<file path="config.mk">
export PLATFORM = sky130hd
export DESIGN_NAME = pagu_top
export DESIGN_NICKNAME = d
export VERILOG_FILES = /design/src/rtl/pagu_pkg.sv /design/src/rtl/pagu_lookup.sv /design/src/rtl/pagu_cond.sv /design/src/rtl/pagu_target.sv /design/src/rtl/pagu_top.sv
export SDC_FILE = /design/constraint.sdc
export NUM_CORES = 1
export LEC_CHECK = 0
export BUFFER_PORTS_ARGS = -buffer_cell sky130_fd_sc_hd__buf_2
export CORE_MARGIN = 2
export CORE_UTILIZATION = 40
export DETAILED_ROUTE_END_ITERATION = 10
export PLACE_DENSITY = 0.81
export SLEW_MARGIN = 20
export SYNTH_ARGS = -nofsm -noshare
export SYNTH_HDL_FRONTEND = slang
export SYNTH_SLANG_ARGS = --single-unit
</file>
<file path="constraint.sdc">
create_clock -name vclk -period 5.35
set_clock_uncertainty 0.15 [all_clocks]
set_input_delay 0.8025 -clock vclk [all_inputs]
set_output_delay 0.8025 -clock vclk [all_outputs]
set_load 0.01 [all_outputs]
</file>
<file path="src/rtl/pagu_pkg.sv">
package pagu_pkg;
  typedef enum logic [3:0] {
    CLS_SEQ     = 4'd0,
    CLS_LOOK_DP = 4'd1,
    CLS_LOOK_PC = 4'd2,
    CLS_ABS     = 4'd3,
    CLS_LONG    = 4'd4,
    CLS_SHORT   = 4'd5,
    CLS_BR_C    = 4'd6,
    CLS_BR_NC   = 4'd7,
    CLS_DEC_BR  = 4'd8,
    CLS_CMP_BR  = 4'd9
  } op_class_e;
endpackage

</file>
<file path="src/rtl/pagu_lookup.sv">
module pagu_lookup #(
  parameter int ADDR_W = 16,
  parameter int DATA_W = 8
) (
  input  pagu_pkg::op_class_e cls,
  input  logic [ADDR_W-1:0]   seq_pc,
  input  logic [ADDR_W-1:0]   dptr,
  input  logic [DATA_W-1:0]   acc,
  output logic [ADDR_W-1:0]   lookup_addr
);
  import pagu_pkg::*;
  localparam int EXT_W = ADDR_W - DATA_W;

  logic              use_pc;
  logic              active;
  logic [ADDR_W-1:0] base;
  logic [ADDR_W-1:0] acc_ext;

  always_comb begin
    use_pc  = (cls == CLS_LOOK_PC);
    active  = use_pc || (cls == CLS_LOOK_DP);
    base    = use_pc ? seq_pc : dptr;
    acc_ext = {{EXT_W{1'b0}}, acc};
    lookup_addr = active ? (base + acc_ext) : '0;
  end

  always_comb begin
    if (cls == CLS_LOOK_DP)
      assert_dp_offset_R1: assert (lookup_addr - dptr == acc_ext);
    if (cls == CLS_LOOK_PC)
      assert_pc_offset_R2: assert (lookup_addr - seq_pc == acc_ext);
  end
endmodule

</file>
<file path="src/rtl/pagu_cond.sv">
module pagu_cond #(
  parameter int DATA_W = 8
) (
  input  pagu_pkg::op_class_e cls,
  input  logic                carry_in,
  input  logic [DATA_W-1:0]   cnt_in,
  input  logic [DATA_W-1:0]   cmp_a,
  input  logic [DATA_W-1:0]   cmp_b,
  output logic                taken,
  output logic [DATA_W-1:0]   cnt_out,
  output logic                carry_out
);
  import pagu_pkg::*;

  logic [DATA_W-1:0] cnt_dec;
  logic              cmp_lt;

  always_comb begin
    cnt_dec   = cnt_in - 1'b1;
    cmp_lt    = (cmp_a < cmp_b);
    taken     = 1'b0;
    cnt_out   = cnt_in;
    carry_out = carry_in;
    unique case (cls)
      CLS_BR_C:   taken = carry_in;
      CLS_BR_NC:  taken = !carry_in;
      CLS_DEC_BR: begin
        cnt_out = cnt_dec;
        taken   = (cnt_dec != '0);
      end
      CLS_CMP_BR: begin
        carry_out = cmp_lt;
        taken     = (cmp_a != cmp_b);
      end
      default: ;
    endcase
  end

  always_comb begin
    if (cls == CLS_BR_C || cls == CLS_BR_NC)
      assert_carry_branch_R6: assert (taken == (carry_in == (cls == CLS_BR_C)));
    if (cls == CLS_DEC_BR)
      assert_dec_branch_R7: assert (taken == (cnt_in != DATA_W'(1)));
    if (cls == CLS_CMP_BR)
      assert_less_means_differ_R8: assert (!carry_out || taken);
    if (cls == CLS_SEQ || cls == CLS_LONG || cls == CLS_SHORT || cls == CLS_ABS)
      assert_no_taken_R9: assert (!taken);
  end
endmodule

</file>
<file path="src/rtl/pagu_target.sv">
module pagu_target #(
  parameter int ADDR_W = 16,
  parameter int DATA_W = 8
) (
  input  pagu_pkg::op_class_e cls,
  input  logic [ADDR_W-1:0]   seq_pc,
  input  logic [DATA_W-1:0]   opcode,
  input  logic [DATA_W-1:0]   byte1,
  input  logic [DATA_W-1:0]   byte2,
  input  logic                taken,
  output logic [ADDR_W-1:0]   next_pc
);
  import pagu_pkg::*;
  localparam int PAGE_SEL_W = 3;
  localparam int PAGE_W     = DATA_W + PAGE_SEL_W;
  localparam int EXT_W      = ADDR_W - DATA_W;
  localparam logic [DATA_W-PAGE_SEL_W-1:0] ABS_LOW = 1;

  logic [DATA_W-1:0] rel_off;
  logic [ADDR_W-1:0] rel_target;
  logic [ADDR_W-1:0] abs_target;

  always_comb begin
    rel_off    = (cls == CLS_CMP_BR) ? byte2 : byte1;
    rel_target = seq_pc + {{EXT_W{rel_off[DATA_W-1]}}, rel_off};
    abs_target = {seq_pc[ADDR_W-1:PAGE_W], opcode[DATA_W-1:DATA_W-PAGE_SEL_W], byte1};
    unique case (cls)
      CLS_ABS:   next_pc = abs_target;
      CLS_LONG:  next_pc = {byte1, byte2};
      CLS_SHORT: next_pc = rel_target;
      CLS_BR_C, CLS_BR_NC, CLS_DEC_BR, CLS_CMP_BR:
                 next_pc = taken ? rel_target : seq_pc;
      default:   next_pc = seq_pc;
    endcase
  end

  always_comb begin
    if (cls == CLS_ABS) begin
      assert_abs_opcode_R3: assert (opcode[DATA_W-PAGE_SEL_W-1:0] == ABS_LOW);
      assert_abs_same_2k_R3: assert (next_pc[ADDR_W-1:PAGE_W] == seq_pc[ADDR_W-1:PAGE_W]);
    end
    if (cls == CLS_LONG)
      assert_long_halves_R4: assert (next_pc[DATA_W-1:0] == byte2 && next_pc[ADDR_W-1:DATA_W] == byte1);
    if ((cls == CLS_BR_C || cls == CLS_BR_NC || cls == CLS_DEC_BR || cls == CLS_CMP_BR) && !taken)
      assert_fallthrough_R6: assert (next_pc == seq_pc);
  end
endmodule

</file>
<file path="src/rtl/pagu_top.sv">
module pagu_top #(
  parameter int ADDR_W = 16,
  parameter int DATA_W = 8
) (
  input  logic [15:0] seq_pc,
  input  logic [3:0]  op_class,
  input  logic [7:0]  opcode,
  input  logic [7:0]  byte1,
  input  logic [7:0]  byte2,
  input  logic [7:0]  acc,
  input  logic [15:0] dptr,
  input  logic        carry_in,
  input  logic [7:0]  cnt_in,
  input  logic [7:0]  cmp_a,
  input  logic [7:0]  cmp_b,
  output logic [15:0] next_pc,
  output logic [15:0] lookup_addr,
  output logic [7:0]  cnt_out,
  output logic        carry_out,
  output logic        taken
);
  import pagu_pkg::*;

  op_class_e cls;
  assign cls = op_class_e'(op_class);

  pagu_lookup #(.ADDR_W(ADDR_W), .DATA_W(DATA_W)) lookup_i (
    .cls(cls), .seq_pc(seq_pc), .dptr(dptr), .acc(acc), .lookup_addr(lookup_addr)
  );

  pagu_cond #(.DATA_W(DATA_W)) cond_i (
    .cls(cls), .carry_in(carry_in), .cnt_in(cnt_in), .cmp_a(cmp_a), .cmp_b(cmp_b),
    .taken(taken), .cnt_out(cnt_out), .carry_out(carry_out)
  );

  pagu_target #(.ADDR_W(ADDR_W), .DATA_W(DATA_W)) target_i (
    .cls(cls), .seq_pc(seq_pc), .opcode(opcode), .byte1(byte1), .byte2(byte2),
    .taken(taken), .next_pc(next_pc)
  );

  always_comb begin
    if (op_class > 4'd9)
      assert_undefined_seq_R9: assert (next_pc == seq_pc && !taken);
  end
endmodule

</file>
* Word level (Yosys, flattened, before mapping) *
Index checks and enable logic that the tools add are counted.

storage, ports and cells
  input port bits = 93
  output and inout bits = 42
  logic and storage cells = 26
  flip-flop bits (word level) = 0

operators by class
  add/sub/neg operators = 3
  multiplexer cells = 8
  equal/unequal tests = 10
  reductions and logical operators = 4
  magnitude comparators = 1

operators with widths
  operator                                             number
  case mux 16 bit (4 select lines)                     1
  2-to-1 mux 16 bit                                    3
  adder 16 bit                                         1
  adder 16 x 8 -> 16 bit                               1
  equality test 4 x 3 -> 1 bit, second input constant  4
  2-to-1 mux 8 bit                                     2
  equality test 4 x 2 -> 1 bit, second input constant  2
  equality test 4 bit, second input constant           2
  less-than comparator 8 bit                           1
  inequality test 8 bit                                1
  nonzero test 8 bit                                   1
  subtractor 8 x 1 -> 8 bit, second input constant     1
  equality test 4 x 1 -> 1 bit, second input constant  1
  case mux 1 bit (4 select lines)                      1
  OR reduction 4 bit                                   1
  zero test 1 bit                                      1
  logical OR 1 bit                                     1
  2-to-1 mux 1 bit                                     1

* Depth between registers and ports, before layout *
Gate-level depths: netlist (run 1).

  depth in word-level cells = 5
  depth in mapped cells = 15
  depth with buffers taken out = 12

* Modules after synthesis *
A second synthesis (run 1) with hierarchy kept.

second synthesis, totals
  cells, all modules = 373
  area total of the unflattened synthesis = 2,798.9 um2

by module, submodules not included
  module       cells an instance  instances  area each (um2)
  pagu_target  178                1          1,306.3
  pagu_lookup  125                1          983.4
  pagu_cond    70                 1          509.2

* Worst setup path after synthesis (run 1) *
No wires, ideal clock.

  kind = in2out
  from = in op_class[0]
  to = out lookup_addr[12]
  data arrival time = 3,774 ps
  required time = 4,398 ps
  buffers on the path = 3
  stages on the path = 15
  path slack = 623 ps
  path through = buf_6 > nor4b_2 > buf_2 > buf_2 > mux2_2 > ha_1 > inv_1 > fa_1 > nor2b_1 > o21ai_0 > a21boi_0 > o21ai_0 > a2111oi_1 > xor2_1 > nor2_1

between the ends
  longest elaborated chain between the ends = 4

RTL lines
  what                          RTL line           text
  start: declaration            pagu_top.sv:6      input logic [3:0] op_class,
  equality test 4 x 2 -> 1 bit  n/a
  2-to-1 mux 16 bit             pagu_lookup.sv:22  base = use_pc ? seq_pc : dptr;
  adder 16 x 8 -> 16 bit        pagu_lookup.sv:24  lookup_addr = active ? (base + acc_ext) : '0;
  2-to-1 mux 16 bit *           pagu_lookup.sv:24
  end: declaration              pagu_top.sv:17     output logic [15:0] lookup_addr,

Every way passes the cells marked *; elsewhere a longest branch is shown, timed or not.

* Worst setup path in the final report (run 1) *
  from = in op_class[1]
  to = out lookup_addr[12]

The elaborated chain is that of the path after synthesis.

==> results of run 1 <==
-- layer usage --
| metal | wire [microns] | global-route usage, % | share of wire, % |
|---|---|---|---|
| met5 | 0 | 0 | 0 |
| met4 | 174 | 4.25 | 2.0 |
| met3 | 826 | 3.46 | 9.7 |
| met2 | 4040 | 43.8 | 48 |
| met1 | 3460 | 27.8 | 41 |
-- worst min-delay path: stages --
cell and delay [ps]:
buf_2 110, xnor2_1 70, buf_2 130
-- power by group --
group | switching, W | internal, W
registers | 0 | 0
clock network | 0 | 0
logic | 0.000186 | 0.000150
total | 0.000186 | 0.000150
-- logic make-up after synthesis --
family	after synthesis	synth area share (%)
compound gates	110	29.6
mux	25	10.6
buf+inv	37	6.98
simple gates	121	24.5
fa+ha+maj	35	17.7
xor+xnor	31	10.6
-- layout make-up --
type	instances	area, sq um	area share (%)
timing repair buffer	138	711	21.6
inverter	23	86.3	2.63
tap	77	96.3	2.93
multi-input combinational	322	2390	72.8
-- worst paths after layout --
path | from | to | cells past startpoint
worst max-delay path | op_class[1] | lookup_addr[12] | 14
worst min-delay path | cnt_in[7] | cnt_out[7] | 3
-- layout by cell type (no fill, tap or decap), types with 2 or more instances in the layout --
master    Yosys  layout
a211oi_1      7       7
a21o_1       13      13
a21oi_1      24      24
a221o_1       2       2
a222oi_1     11      11
a22oi_1       3       3
a31oi_1       4       4
and2_1        2       2
and3_1        2       2
buf_2         2     130
buf_4         0       8
fa_1          2       2
ha_1         33      33
inv_1        23      23
mux2_2       18      18
mux2i_1       7       7
nand2_1      35      35
nand2b_1      6       6
nand3_1       5       5
nand4_1       5       5
nor2_1       29      29
nor2b_1       5       5
nor3_1       14      14
nor3b_1       4       4
nor4_1        3       3
o211ai_1      4       4
o21a_1        3       3
o21ai_0      18      18
o21ai_1       7       7
o31ai_1       2       2
or3_1         2       2
xnor2_1      22      22
xor2_1        9       9
-- through the flow --
stage | utilization [%] | instances | hold slack, ps | total power (W) | area [sq um]
finish | 52.4 | 560 | 1760 | 0.000336 | 3290
floorplan | - | 359 | 1540 | 0.000220 | 2560
global route | 52.4 | 560 | 1780 | 0.000372 | 3290
global placement | 52.4 | 560 | 1770 | 0.000326 | 3290
detailed placement | 52.4 | 560 | 1770 | 0.000332 | 3290
CTS | 52.4 | 560 | 1770 | 0.000335 | 3290
==> flow_summary.ini, run 1 <==
[status]
status = complete, no violations

[drt]
wl_per_cell_microns = 15.2
drc = 0
drt-pass1-iter-count = 7
route.vias.total = 3221
wl_mm = 8.50
ant_nets = 0
vias_per_cell = 5.75
drt_iter0_markers = 132

[synth]
avgSynthCellArea_sq_um = 7.14
synth_area_leaders = ha_1 16%, mux2_2 7.9%, xnor2_1 7.5%
synth_commonest_cells = 35 x nand2_1, 33 x ha_1, 29 x nor2_1
yosys.area.top_type_share_pct = 16.1
yosysSeqAreaShare_pct = 0
syn_nets = 487
synth.most_common_cell = nand2_1
syn_area_sq_um = 2560
yosys.area.top_type = ha_1
synthCells = 359
ys_warn_count = 0
synthDistinctLibCells = 55

[global_route]
grt-ovfl-total = 0
grt_max_degree = 18
grt_first_pass_wirelength_mm = 14.0
grt_use_total_pct = 23.3
antenna_found_initial = 0
grt_pass1_vias = 3129

[floorplanning]
die_h_microns = 84.1
core_area_sq_um = 6280
die_area_sq_um = 7070
start_util_pct = 40.8
core.rowCount = 29
pin_count = 135
dieWidth_microns = 84.1

[place]
gp_congestion = 0.891
dp_hpwl_mm = 7.25
dp_slack_ps = 420
io_buffers = 130

[clock_network]
cts_setup_buffers = 0
cts_hold_buf = 0
cts_resized = 0

[cells_and_area]
design.seq.count = 0
drive_gt1_share_pct = 34.8
regArea_sq_um = 0
antenna_cells = 0
n_clock_buffer = 0
syn_to_final_growth_pct = 28.2
nets = 613
n_fill_cell = 643

[pwr]
p_per_area_nw_per_um2 = 102
leakage_nw = 1.66
peakVddDrop_mv = 0.0546

[worst_setup_path]
crit_path_max_incr_delay_ps = 570
path_buf_inv = 3
path_class = input pin to output pin
start_kind = input pin
cp_slowest_cell = a2111oi_1
crit_family = compound AO/OA/AOI/OAI gates
crit_path_end_kind = output pin
worst_ep_required_time_ps = 4400
path_max_fanout = 12
crit_chain = buf_2, nor4b_4, mux2_2, ha_1, inv_1, fa_1, nor2b_1, o21ai_0, a21boi_0, o21ai_0, a2111oi_1, xor2_1, nor2_1, buf_2
cp.arrival_ps = 4010

[timing]
max_freq_mhz = 202
drv_slew = 0
fin_setup_tns_ps = 0
rsz0062_at_grt = false
hold_viol_final = 0
layout_worst_path_cycle_share_pct = 92.7
fin_ws_ps = 389
maxSlewHeadroom_pct = 29.6
finalSetupViolCount = 0
period_minus_slack_ps = 4960
worstMarginPinSlew_ps = 1050

[min_path]
hp-class = input pin to output pin

[run]
cap_violations = 0
(Power assumes the default switching activity.)
==> run 2, diff against run 1 <==
CORE_MARGIN = not set   (was 2)
==> run 2 against run 1 <==
Net effect:
- die area down 4.7%
- cell count unchanged
- total power increased by 0.83%
- wire length barely moved
- combinational power about the same
- utilization increased by 2.1 points
- maximum frequency grew 0.39%
- non-clock buffer count is 2 higher
- clock-buffer cell count stayed put
- flip-flop and latch count stayed put
- critical endpoint unchanged
==> flow_summary.ini, run 2 (same netlist as run 1, synthesis figures left out) <==
[run]
cap_violations = 0

[global_route]
grt_first_pass_wirelength_mm = 13.3
grt_use_total_pct = 24.9
grt_pass1_vias = 2954
grt-ovfl-total = 0
antenna_found_initial = 0
grt_max_degree = 19

[floorplanning]
die_area_sq_um = 6730
die_h_microns = 82.1
core_area_sq_um = 6060
dieWidth_microns = 82.1
start_util_pct = 42.3
pin_count = 135
core.rowCount = 28

[timing]
hold_viol_final = 0
rsz0062_at_grt = false
worstMarginPinSlew_ps = 1020
max_freq_mhz = 202
period_minus_slack_ps = 4940
fin_setup_tns_ps = 0
drv_slew = 0
finalSetupViolCount = 0
maxSlewHeadroom_pct = 31.8
layout_worst_path_cycle_share_pct = 92.4

[pwr]
internal-power_w = 0.000152
p_per_area_nw_per_um2 = 103
peakVddDrop_mv = 0.0542
leakage_nw = 1.67
switching_share_pct = 55.2
seqPwrFrac_pct = 0
p_sw_w = 0.000187
pwr-share-clk_pct = 0
combPwrFrac_pct = 100.0

[worst_setup_path]
path_max_fanout = 18
crit_path_end_kind = output pin
path_class = input pin to output pin
start_kind = input pin
cp.arrival_ps = 3990
worst_ep_required_time_ps = 4400

[cells_and_area]
regArea_sq_um = 0
n_fill_cell = 606
design.seq.count = 0
layout_commonest_cell = buf_2
antenna_cells = 0
nets = 615
instances_no_fill = 560
n_clock_buffer = 0
syn_to_final_growth_pct = 28.7
drive_gt1_share_pct = 35.1
final_cell_mix = 130 x buf_2, 35 x nand2_1, 33 x ha_1, 29 x nor2_1, 24 x a21oi_1

[drt]
wl_per_cell_microns = 15.2
drt-pass1-iter-count = 6
vias_per_cell = 5.75
ant_nets = 0
wl_mm = 8.50
route.vias.total = 3218
drt_iter0_markers = 174
drc = 0

[status]
status = complete, no violations

[place]
dp_cells = 560
dp_hpwl_mm = 7.25
gp_congestion = 0.888
io_buffers = 130

[clock_network]
cts_resized = 0
cts_setup_buffers = 0
cts_hold_buf = 0

[min_path]
hp-class = input pin to output pin
## run 2: changes by cell type in the layout (fill, tap and decap cells not counted)
cell	before	now
buf_4	8	10
## run 2: final timing paths
kind | end | from | cells past startpoint | slack [ps]
hold / removal | next_pc[0] | seq_pc[0] | 4 | 1770
setup / recovery | lookup_addr[12] | op_class[1] | 13 | 410
## run 2: critical path, cell delays in order
cell       delay, ps
buf_2             90
buf_4            170
nor4b_4          380
buf_4            340
mux2_2           370
ha_1             330
o21ai_0          120
a21boi_0         260
o21ai_0          230
a2111oi_1        470
xor2_1           190
nor2_1            50
buf_2            160
## run 2: layout make-up
cell class | count | area, sq um | area share, %
Timing Repair Buffer | 140 | 726 | 22.0
Multi-Input combinational cell | 322 | 2390 | 72.5
Tap cell | 75 | 93.8 | 2.84
Inverter | 23 | 86.3 | 2.62
## run 2: metal layers
metal	part of all wire, %	track usage [%]	vias up
li1	-	-	1604
met1	40	29.1	1452
met2	49	48.1	149
met3	8.6	3.11	13
met4	1.9	3.86	0
met5	0	0	-
## run 2: power groups by stage
| stage | Clock [W] | Sequential [W] | Combinational (W) |
|---|---|---|---|
| 3_5_place_dp | 0 | 0 | 0.000336 |
| 4_1_cts | 0 | 0 | 0.000338 |
| 5_1_grt | 0 | 0 | 0.000375 |
| 2_1_floorplan | 0 | 0 | 0.000220 |
| 3_3_place_gp | 0 | 0 | 0.000328 |
| 6_report | 0 | 0 | 0.000339 |
## run 2: stage by stage
| step | setup WS, ps | util [%] | total power [W] | cell area [sq um] | hold WS (ps) |
|---|---|---|---|---|---|
| after floorplan | 623 | - | 0.000220 | 2560 | 1540 |
| after global placement | 462 | 54.4 | 0.000328 | 3300 | 1770 |
| after detailed placement | 434 | 54.4 | 0.000336 | 3300 | 1770 |
| after CTS | 422 | 54.4 | 0.000338 | 3300 | 1770 |
| after global routing | 100 | 54.4 | 0.000375 | 3300 | 1790 |
| final | 409 | 54.4 | 0.000339 | 3300 | 1770 |
==> run 3, diff against run 2 <==
clock period = 5.9 ns   (was 5.35 ns; I/O delays follow)
==> run 3 against run 2 <==
Net effect:
- global-route usage down 0.97 points
- worst hold slack better by 160 ps
- design area is 1.1% lower
- first-iteration DRC count decreased by 23%
- critical path type unchanged
- wire length is 2.4% lower
==> flow_summary.ini, run 3 (same netlist as run 1, synthesis figures left out) <==
[floorplanning]
die_h_microns = 82.1
pin_count = 135
die_area_sq_um = 6730
dieWidth_microns = 82.1
core_area_sq_um = 6060
core.rowCount = 28
start_util_pct = 42.3

[global_route]
grt_pass1_vias = 2890
grt-ovfl-total = 0
grt_use_total_pct = 23.9
grt_max_degree = 19
antenna_found_initial = 0
grt_first_pass_wirelength_mm = 12.8

[worst_setup_path]
worst_ep_required_time_ps = 4870
cp_slowest_cell = nor3b_2
path_max_fanout = 12
crit_chain = buf_2, nor3b_2, and2_1, buf_4, mux2_2, ha_1, a211oi_1, o21ai_0, nor3b_1, a211oi_1, xor2_1, a21o_1, a221o_1, buf_2
path_class = input pin to output pin
path_buf_inv = 3
crit_family = compound AO/OA/AOI/OAI gates
cp.arrival_ps = 4390
crit_path_max_incr_delay_ps = 450
crit_path_end_kind = output pin
start_kind = input pin

[timing]
whs_ps = 1930
period_minus_slack_ps = 5430
hold_viol_final = 0
finalSetupViolCount = 0
drv_slew = 0
fin_setup_tns_ps = 0
max_freq_mhz = 184
rsz0062_at_grt = false
worstMarginPinSlew_ps = 1050
maxSlewHeadroom_pct = 29.3
layout_worst_path_cycle_share_pct = 92.0
fin_ws_ps = 472

[clock_network]
cts_setup_buffers = 0
cts_hold_buf = 0
cts_resized = 0

[drt]
vias_per_cell = 5.77
drt_iter0_markers = 134
ant_nets = 0
wl_per_cell_microns = 14.9
route.vias.total = 3205
drc = 0
drt-pass1-iter-count = 5
wl_mm = 8.29

[place]
gp_congestion = 0.890
io_buffers = 130
dp_hpwl_mm = 7.00
dp_slack_ps = 474

[cells_and_area]
layout_commonest_cell = buf_2
final_cell_mix = 130 x buf_2, 35 x nand2_1, 33 x ha_1, 29 x nor2_1, 24 x a21oi_1
n_clock_buffer = 0
regArea_sq_um = 0
utilization_pct = 53.8
drive_gt1_share_pct = 34.4
nets = 610
antenna_cells = 0
design.seq.count = 0
n_fill_cell = 582
syn_to_final_growth_pct = 27.2

[min_path]
hp-class = input pin to output pin

[pwr]
p_per_area_nw_per_um2 = 92.4
leakage_nw = 1.65
peakVddDrop_mv = 0.0487

[status]
status = complete, no violations

[run]
cap_violations = 0
-- run 3: metrics by stage --
step / area, sq um / total power, W / std cells
global route: 3260 / 0.000334 / 555
CTS: 3260 / 0.000301 / 555
finish: 3260 / 0.000302 / 555
detailed placement: 3260 / 0.000299 / 555
floorplan: 2560 / 0.000199 / 359
global placement: 3260 / 0.000294 / 555
-- run 3: worst paths after layout --
check / startpoint / end / slack, ps / cells after the start
worst max-delay path: op_class[1] / next_pc[15] / 470 / 14
worst min-delay path: seq_pc[2] / next_pc[2] / 1930 / 4
-- run 3: report_power, final --
group,internal (W),switching (W),total [W]
Combinational,0.000134,0.000167,0.000302
Sequential,0,0,0
Clock,0,0,0
Total,0.000134,0.000167,0.000302
-- run 3: cell type report --
type               instances  area [sq um]  share of cell area (%)
well taps                 75          93.8                    2.88
multi-input cells        322          2390                    73.4
repair buffers           135           688                    21.1
inverters                 23          86.3                    2.65
-- run 3: metal layers --
layer  part of all wire [%]  up-vias  global-route usage, %
li1                       -     1600                      -
met5                      0        -                      0
met2                     48      147                   45.0
met3                    7.6       15                   2.89
met1                     43     1443                   28.7
met4                    1.9        0                   4.56
